File: src/rtl/sat_mac_pkg.sv
package sat_mac_pkg;

  typedef enum logic [1:0] {
    SH_NONE  = 2'b00,
    SH_LEFT  = 2'b01,
    SH_RIGHT = 2'b10,
    SH_NONE2 = 2'b11
  } shift_e;

  typedef enum logic [1:0] {
    MODE_SINT  = 2'b00,
    MODE_SFRAC = 2'b01,
    MODE_UINT  = 2'b10,
    MODE_UFRAC = 2'b11
  } mode_e;

  // Positive limit: largest signed value of a register-width word,
  // zero-extended to the accumulator width.
  function automatic logic [63:0] sat_pos_lim(input int data_w);
    logic [63:0] v;
    v = 64'd0;
    for (int i = 0; i < data_w - 1; i++) v[i] = 1'b1;
    return v;
  endfunction

  // Negative limit: smallest signed register-width value, sign-extended.
  function automatic logic [63:0] sat_neg_lim(input int data_w);
    logic [63:0] v;
    v = 64'hFFFF_FFFF_FFFF_FFFF;
    for (int i = 0; i < data_w - 1; i++) v[i] = 1'b0;
    return v;
  endfunction

endpackage

File: src/rtl/mac_operand_sel.sv
module mac_operand_sel #(
  parameter int DATA_W = 32
) (
  input  logic              clk,
  input  logic              rst,
  input  logic [DATA_W-1:0] reg_val,
  input  logic              long_op,
  input  logic              take_hi,
  output logic [DATA_W-1:0] operand
);
  localparam int HALF_W = DATA_W / 2;

  logic [HALF_W-1:0] half;

  always_comb begin
    half = take_hi ? reg_val[DATA_W-1:HALF_W] : reg_val[HALF_W-1:0];
    if (long_op) operand = reg_val;
    else         operand = {{(DATA_W-HALF_W){half[HALF_W-1]}}, half};
  end

  AST_WORD_SIGN_EXT: assert property (@(posedge clk) disable iff (rst)
    !long_op |-> (operand[DATA_W-1:HALF_W] == {HALF_W{operand[HALF_W-1]}}));

endmodule

File: src/rtl/mac_product.sv
module mac_product
  import sat_mac_pkg::*;
#(
  parameter int DATA_W  = 32,
  parameter int ACC_W   = 48,
  parameter int OVF_LSB = 39
) (
  input  logic [DATA_W-1:0] opx,
  input  logic [DATA_W-1:0] opy,
  input  logic [1:0]        shift_code,
  input  logic              frac_mode,
  output logic              prod_neg,
  output logic              prod_ovf,
  output logic [ACC_W-1:0]  prod_acc
);
  localparam int PROD_W = 2 * DATA_W;
  localparam int HI_W   = PROD_W - OVF_LSB;

  logic signed [PROD_W-1:0] xe, ye, prod;
  logic [HI_W-1:0]          hi_bits;
  shift_e                   sh;

  always_comb begin
    xe      = $signed({{(PROD_W-DATA_W){opx[DATA_W-1]}}, opx});
    ye      = $signed({{(PROD_W-DATA_W){opy[DATA_W-1]}}, opy});
    prod    = xe * ye;
    hi_bits = prod[PROD_W-1:OVF_LSB];
    // Overflow: top bits not a pure sign extension.
    prod_ovf = (|hi_bits) && !(&hi_bits);
    prod_neg = prod[PROD_W-1];
    sh = frac_mode ? SH_NONE : shift_e'(shift_code);
    // A right shift's fill lands in bit PROD_W-1, above the accumulator,
    // so only bits ACC_W:1 of the product reach the result.
    case (sh)
      SH_LEFT:  prod_acc = {prod[ACC_W-2:0], 1'b0};
      SH_RIGHT: prod_acc = prod[ACC_W:1];
      default:  prod_acc = prod[ACC_W-1:0];
    endcase
  end

endmodule

File: src/rtl/mac_acc_bank.sv
module mac_acc_bank #(
  parameter int NACC  = 4,
  parameter int ACC_W = 48,
  localparam int SEL_W = (NACC > 1) ? $clog2(NACC) : 1
) (
  input  logic                       clk,
  input  logic                       rst,
  input  logic                       wr_en,
  input  logic [SEL_W-1:0]           wr_idx,
  input  logic [ACC_W-1:0]           wr_data,
  input  logic                       set_ovf,
  input  logic                       clr_flags,
  output logic [NACC-1:0][ACC_W-1:0] acc_all,
  output logic [NACC-1:0]            flags,
  output logic                       ovf_v
);

  for (genvar g = 0; g < NACC; g++) begin : g_acc
    logic hit;
    assign hit = (wr_idx == SEL_W'(g));

    always_ff @(posedge clk) begin
      if (rst) begin
        acc_all[g] <= '0;
        flags[g]   <= 1'b0;
      end else begin
        if (wr_en && hit) acc_all[g] <= wr_data;
        if (set_ovf && hit) flags[g] <= 1'b1;
        else if (clr_flags) flags[g] <= 1'b0;
      end
    end
  end

  always_ff @(posedge clk) begin
    if (rst)          ovf_v <= 1'b0;
    else if (set_ovf) ovf_v <= 1'b1;
    else if (clr_flags) ovf_v <= 1'b0;
  end

  AST_FLAGS_STICKY: assert property (@(posedge clk) disable iff (rst)
    !clr_flags |=> ((flags & $past(flags)) == $past(flags)));

  AST_V_COVERS_FLAGS: assert property (@(posedge clk) disable iff (rst)
    (|flags) |-> ovf_v);

endmodule

File: src/rtl/sat_mac_unit.sv
module sat_mac_unit
  import sat_mac_pkg::*;
#(
  parameter int NACC    = 4,
  parameter int DATA_W  = 32,
  parameter int ACC_W   = 48,
  parameter int OVF_LSB = 39,
  localparam int SEL_W  = (NACC > 1) ? $clog2(NACC) : 1
) (
  input  logic              clk,
  input  logic              rst,
  input  logic              in_valid,
  output logic              in_ready,
  input  logic [DATA_W-1:0] op_x,
  input  logic [DATA_W-1:0] op_y,
  input  logic              long_op,
  input  logic              x_hi,
  input  logic              y_hi,
  input  logic [1:0]        shift_code,
  input  logic              subtract,
  input  logic [1:0]        mode,
  input  logic              sat_en,
  input  logic [SEL_W-1:0]  acc_sel,
  input  logic              clr_flags,
  output logic [ACC_W-1:0]  acc_rd,
  output logic [NACC-1:0]   acc_ovf,
  output logic              ovf_v
);
  localparam logic [63:0] POS_W = sat_pos_lim(DATA_W);
  localparam logic [63:0] NEG_W = sat_neg_lim(DATA_W);
  localparam logic [ACC_W-1:0] SAT_POS = POS_W[ACC_W-1:0];
  localparam logic [ACC_W-1:0] SAT_NEG = NEG_W[ACC_W-1:0];

  logic [DATA_W-1:0]          opx, opy;
  logic                       prod_neg, prod_ovf;
  logic [ACC_W-1:0]           prod_acc;
  logic [NACC-1:0][ACC_W-1:0] acc_all;
  logic [ACC_W-1:0]           cur_acc, next_acc;
  logic                       sel_flag, exec, sint;

  assign in_ready = 1'b1;

  mac_operand_sel #(.DATA_W(DATA_W)) u_sel_x (
    .clk(clk), .rst(rst), .reg_val(op_x), .long_op(long_op),
    .take_hi(x_hi), .operand(opx));

  mac_operand_sel #(.DATA_W(DATA_W)) u_sel_y (
    .clk(clk), .rst(rst), .reg_val(op_y), .long_op(long_op),
    .take_hi(y_hi), .operand(opy));

  mac_product #(.DATA_W(DATA_W), .ACC_W(ACC_W), .OVF_LSB(OVF_LSB)) u_prod (
    .opx(opx), .opy(opy), .shift_code(shift_code), .frac_mode(mode[0]),
    .prod_neg(prod_neg), .prod_ovf(prod_ovf), .prod_acc(prod_acc));

  always_comb begin
    sint     = (mode_e'(mode) == MODE_SINT);
    cur_acc  = acc_all[acc_sel];
    // Flag as seen after a same-cycle clear.
    sel_flag = acc_ovf[acc_sel] && !clr_flags;
    exec     = in_valid && in_ready && sint && !(sat_en && sel_flag);
    if (sat_en && prod_ovf)
      next_acc = (prod_neg ^ subtract) ? SAT_NEG : SAT_POS;
    else if (subtract)
      next_acc = cur_acc - prod_acc;
    else
      next_acc = cur_acc + prod_acc;
  end

  mac_acc_bank #(.NACC(NACC), .ACC_W(ACC_W)) u_bank (
    .clk(clk), .rst(rst), .wr_en(exec), .wr_idx(acc_sel), .wr_data(next_acc),
    .set_ovf(exec && prod_ovf), .clr_flags(clr_flags),
    .acc_all(acc_all), .flags(acc_ovf), .ovf_v(ovf_v));

  assign acc_rd = acc_all[acc_sel];

  AST_FROZEN_NO_UPDATE: assert property (@(posedge clk) disable iff (rst)
    (in_valid && sat_en && !clr_flags && acc_ovf[acc_sel])
      |=> (acc_all == $past(acc_all)) && (acc_ovf == $past(acc_ovf))
          && (ovf_v == $past(ovf_v)));

  AST_SAT_LIMIT: assert property (@(posedge clk) disable iff (rst)
    (in_valid && (mode == 2'b00) && sat_en && prod_ovf
       && !(acc_ovf[acc_sel] && !clr_flags))
      |=> (acc_all[$past(acc_sel)] == SAT_POS)
          || (acc_all[$past(acc_sel)] == SAT_NEG));

  AST_MODE_IDLE: assert property (@(posedge clk) disable iff (rst)
    (in_valid && (mode != 2'b00) && !clr_flags)
      |=> (acc_all == $past(acc_all)) && (acc_ovf == $past(acc_ovf)));

endmodule

File: config.mk
export PLATFORM = sky130hd
export DESIGN_NAME = sat_mac_unit
export DESIGN_NICKNAME = d
export VERILOG_FILES = /design/src/rtl/sat_mac_pkg.sv /design/src/rtl/mac_operand_sel.sv /design/src/rtl/mac_product.sv /design/src/rtl/mac_acc_bank.sv /design/src/rtl/sat_mac_unit.sv
export SDC_FILE = /design/constraint.sdc
export NUM_CORES = 2
export LEC_CHECK = 0
export BUFFER_PORTS_ARGS = -buffer_cell sky130_fd_sc_hd__clkbuf_2
export CAP_MARGIN = 10
export CORE_MARGIN = 5
export CORE_UTILIZATION = 55
export CTS_CLUSTER_SIZE = 12
export DETAILED_ROUTE_END_ITERATION = 7
export PLACE_DENSITY = 0.75
export REMOVE_ABC_BUFFERS = 1
export SETUP_SLACK_MARGIN = 0.5
export SYNTH_ARGS = -nofsm -noshare
export SYNTH_HDL_FRONTEND = slang
export SYNTH_SLANG_ARGS = --single-unit
File: constraint.sdc
create_clock -name clk -period 11.94 [get_ports clk]
set_input_delay 0.597 -clock clk [delete_from_list [all_inputs] [get_ports clk]]
set_output_delay 0.597 -clock clk [all_outputs]
set_load 0.01 [all_outputs]
# == Word level (Yosys, flattened, before mapping) ==
# Index checks and enable logic that the tools add are counted.
# classes
n_lt_le_gt_ge,1
n_reduce_logical,27
eq_ne,5
bitwise_logic,1
multipliers,1
mux,19
n_addsub,2
# ops
op,n
$mux 48,4
$bmux 48 s2,1
$pmux 48 s2,1
$mul 32x32->64,1
$mux 32,2
$add 48x48->48,1
$sub 48x48->48,1
$mux 16,2
$reduce_and 25->1,1
$reduce_or 25->1,1
$logic_and 1x1->1,15
$reduce_bool 2->1,5
$mux 1,7
$eq 2x2->1 const B,3
$eq 2x1->1 const B,2
$logic_not 2->1,2
$logic_not 1->1,3
$lt 2x3->1 const B,1
$bmux 1 s2,1
$mux 2,1
$xor 1x1->1,1
# totals
output_inout_bits,54
in_bits,79
reg_bits,197
elab_cells,65

# == Longest topological paths before layout ==
# logic_depth
ltp_word,9
ltp_mapped,50
ltp_nobuf,46

# == Cells and area by module ==
# A second synthesis with hierarchy kept.
# hier_totals
cells_unflattened,5687
hier_area_um2,52155.0
# by_module_without_submodules
mod,area_per_inst_um2,cells_per_inst,seq_area_each_um2,n_inst
mac_product,37763.7,4158,0.0,1
mac_acc_bank,7763.7,700,3943.8,1
sat_mac_unit,5606.6,719,0.0,1
mac_operand_sel,510.5,55,0.0,2

# == Worst setup path after synthesis ==
# OpenSTA, ideal clock, no wires.
# synth_path
kind,input-to-reg
start,input port long_op
end,register u_bank.acc_all[143] (netlist name)
setup_slack_ps,93
setup_ps,79
t_arrival_ps,11767
n_path_buf,5
t_required_ps,11861
stages,44
path_cell_list,clkbuf_1 > nor2b_1 > buf_1 > clkbuf_1 > mux2i_1 > clkbuf_1 > nor2_1 > fa_1 > fa_1 > fa_1 > inv_1 > fa_1 > inv_1 > fa_1 > fa_1 > fa_1 > inv_1 > fa_1 > (+8 left out) > and4b_1 > nand4bb_1 > and4bb_2 > and3_1 > and2_1 > a41oi_1 > xnor2_1 > ha_1 > a21o_1 > a21oi_1 > nor2b_1 > o21a_1 > o21a_1 > a211oi_1 > xnor2_1 > xor2_1 > nand2_4 > a211oi_2
# synth_via
elab_chain_cells,7
word_cells_on_any_way,15
cone_classes,2 x add/sub; 1 x mul; 6 x mux; 1 x bitwise; 5 x reduce/logical
# synth_lines
element,line_no,source
from (decl),sat_mac_unit.sv:16,"input logic long_op,"
$mux 32,mac_operand_sel.sv:17,if (long_op) operand = reg_val;
$mul 32x32->64 *,mac_product.sv:26,prod = xe * ye;
branches (longest 4 deep; another with $add 48x48->48),--,
$mux 48 *,sat_mac_unit.sv:61,if (sat_en && prod_ovf)
"to (signal, indexed assignment)",mac_acc_bank.sv:27,if (wr_en && hit) acc_all[g] <= wr_data;
to (decl),mac_acc_bank.sv:13,"output logic [NACC-1:0][ACC_W-1:0] acc_all,"
# Mark *: on every way between the ends.
# A chain may end at the register's enable or synchronous reset.

# == Final worst setup path ==
# layout_path
start,input port long_op
end,register u_bank.acc_all[191] (netlist name)
# Same word-level chain as after synthesis.

==> metrics.md <==
| Metric | Value |
|---|---|
| Status | `completed` |
| Reg2reg setup slack | `7.44 ns` |
| Placer Congestion | `1.040` |
| Post-synthesis cell area | `50220 sq um` |
| Largest net degree at the start of global routing | `110` |
| Antenna-violating nets left | `0` |
| Worst Path Required | `12.30 ns` |
| Clock transition at path regs | `0.08 ns` |
| Initial antenna violation count | `3` |
| Hold Startpoint | `u_bank.acc_all[111]` |
| Worst reg2reg startpoint | `u_bank.acc_all[144]` |
| Critical Path Most Common Cell | `fa_1` |
| Synthesized area per cell | `8.732 sq um` |
| Setup Skew | `0.008442 ns` |
| Drt wl/cell | `23.14 um` |
| Detailed Routing Iterations Pass 1 | `7` |
| Clock sink count | `197` |
| Vias/cell | `6.048` |
| RSZ-0062 raised after global routing | `yes` |
| Yosys top cell area share | `43.18%` |
| Fill count | `7670` |
| Worst path arrival time | `11.59 ns` |
| Fin. Hold Viols | `0` |
| DPL Wire Length | `133700 um` |
| Yosys warns | `0` |
| Worst slew margin | `26.47%` |
| Cell count of the worst reg-to-reg path | `18` |
| Post-synth EDFFs | `0` |
| Leading area contributor after synthesis | `fa_1` |
| Initial core utilization | `55.62%` |
| Hold Crit Class | `reg -> reg` |
| First-pass GRT wire length | `252500 um` |
| Largest stage delay on the critical path | `0.59 ns` |
| Seq/Total Area, Yosys | `7.854%` |
| Clk buf depth | `2` |
| Commonest non-fill, non-tap cells in the layout | `fa_1 (1068), inv_1 (1029), nor2_1 (841)` |
| Root buf cell | `clkbuf_16` |
| CP Max Fanout | `8` |
| Seq cells post-synth | `197` |
| Fmax | `89.07 MHz` |
| Core area | `90290 sq um` |
| Period minus WS final | `11.23 ns` |
| Grt ovf | `0` |
| Async SR Flop Fraction | `0%` |
| Slowest CP cell | `fa_1` |
| CTS tree | `done` |
| Worst slew pin tran | `1.103 ns` |
| Most common cell after layout, fill and taps aside | `fa_1` |
| Crit Path Class | `in -> reg` |
| Die area | `97440 sq um` |
| Diodes inserted | `0` |
| Hold Path Depth | `2` |
| H-tree level count | `4` |
| Tot GR Track Use | `32.96%` |
| RR Endpoint | `u_bank.acc_all[184]` |
| Dpl ws | `-0.3130 ns` |
| Fraction of layout cells with a size suffix above 1 | `13.77%` |
| Net count, final | `7308` |
| Final wirelength | `164300 um` |
| Setup violations, final | `0` |
| Ports | `133` |
| Largest cells by area after synthesis | `fa_1 (43%), dfxtp_1 (7.9%), inv_1 (7.7%)` |
| Post-Syn Instances | `5751` |
| Die W | `312.2 um` |
| Die Y-Extent | `312.2 um` |
| Via count of the routed design | `42947` |
| IO Port Bufs | `131` |
| Area growth syn-to-layout | `11.30%` |
| FP Rows | `110` |
| Pins Over Slew Limit | `0` |
| Min-Delay Endpoint | `u_bank.acc_all[111]` |
| Crit start category | `input port` |
| Element type at the critical path end | `register` |
| Inserted Clock Buffers | `17` |
| Vias in the first global route | `43776` |
| Netlist cell types | `109` |
| Worst skew pair latency | `0.45 ns` |
| First DRT Iteration DRCs | `3976` |
| Max_cap viols | `0` |
| Worst setup slack after layout | `0.7131 ns` |
| Period Utilization, post-route | `94.03%` |
| Post-route DRC | `0` |
| Worst hold slack | `0.4585 ns` |
| Ys flop type | `dfxtp_1` |
[registers in the layout (all words and copies together), names as in the netlist]
signal	cells
u_bank.flags	4
u_bank.acc_all	192
u_bank.ovf_v	1
[metrics by stage]
| step | instances | area (sq um) | TNS (ns) | util, % |
|---|---|---|---|---|
| 2_1_floorplan | 5433 | 48920 | -108.39 | - |
| 3_3_place_gp | 6986 | 53350 | -1.501 | 59.10 |
| 3_5_place_dp | 6986 | 53350 | -6.692 | 59.10 |
| 4_1_cts | 7025 | 54200 | 0 | 60.03 |
| 5_1_grt | 7101 | 55890 | 0 | 61.90 |
| 6_report | 7101 | 55890 | 0 | 61.90 |
[how the worst max path moves through the flow]
stage | from | to | slack [ns] | cells after the start
after floorplan | long_op | u_bank.acc_all[95] | -1.09 | 41
after CTS | long_op | u_bank.acc_all[45] | 0.50 | 42
final | long_op | u_bank.acc_all[191] | 0.71 | 44
after global routing | long_op | u_bank.acc_all[45] | 0.32 | 50
after global placement | long_op | u_bank.acc_all[88] | -0.15 | 42
after detailed placement | long_op | u_bank.acc_all[88] | -0.31 | 42
[cell usage after synthesis, types with 39 or more instances]
master and number:
dfxtp_1 197, a21o_1 93, a211oi_1 185, mux2i_1 39, fa_1 1083, clkbuf_1 255
xor2_1 46, nand2_1 612, nor2_1 849, nand3_1 41, ha_1 234, o21ai_0 87
xnor2_1 95, mux4_2 49, a21oi_1 209, nor3_1 44, inv_1 1032
[what timing repair did]
item,in CTS,in global routing
hold buffers,0,0
setup buffers,7,65
cloned,0,11
gates resized for setup,22,223
pin swaps,3,77
setup endpoints to repair,42,186
[layout make-up]
class,count,area [sq um],share of cell area [%]
tap,1176,1471,2.633
sequential,197,3944,7.057
clock buffer,18,439.2,0.7858
timing repair buffer,459,3721,6.658
multi-input combinational,4204,42240,75.58
clock inverter,14,191.4,0.3425
inverter,1033,3881,6.945
[cell families (layout without fill, tap and decap cells)]
group,after synthesis,count (layout),synth area share [%]
muxes,119,120,3.670
other,1,1,0.007468
xor gates and xnor gates,142,142,2.492
DFF,197,197,7.854
adders and majority gates,1317,1317,49.01
AOI/OAI and AO/OA,861,861,11.85
and+or+nand+nor,1763,1763,14.81
buffers and inverters,1351,1524,10.31
[worst max-delay path, delay by kind of cell]
kind | cells | cell delay [ns]
adders and majority gates | 10 | 4.78
buffers and inverters | 8 | 1.04
muxes | 1 | 0.29
AOI/OAI and AO/OA | 13 | 2.47
xor gates and xnor gates | 4 | 0.90
and+or+nand+nor | 8 | 1.50
[routing by layer]
metal	wire, um	up-vias	global-route usage, %	part of all wire (%)
li1	-	18473	-	-
met1	63360	21550	45.39	39
met2	73190	2443	51.19	45
met3	19460	477	8.832	12
met4	8283	4	10.98	5.0
met5	23	-	0.3458	0.014
Power is not shown: default switching activity piles up to over one toggle a cycle in this logic, so the estimate is an artifact.
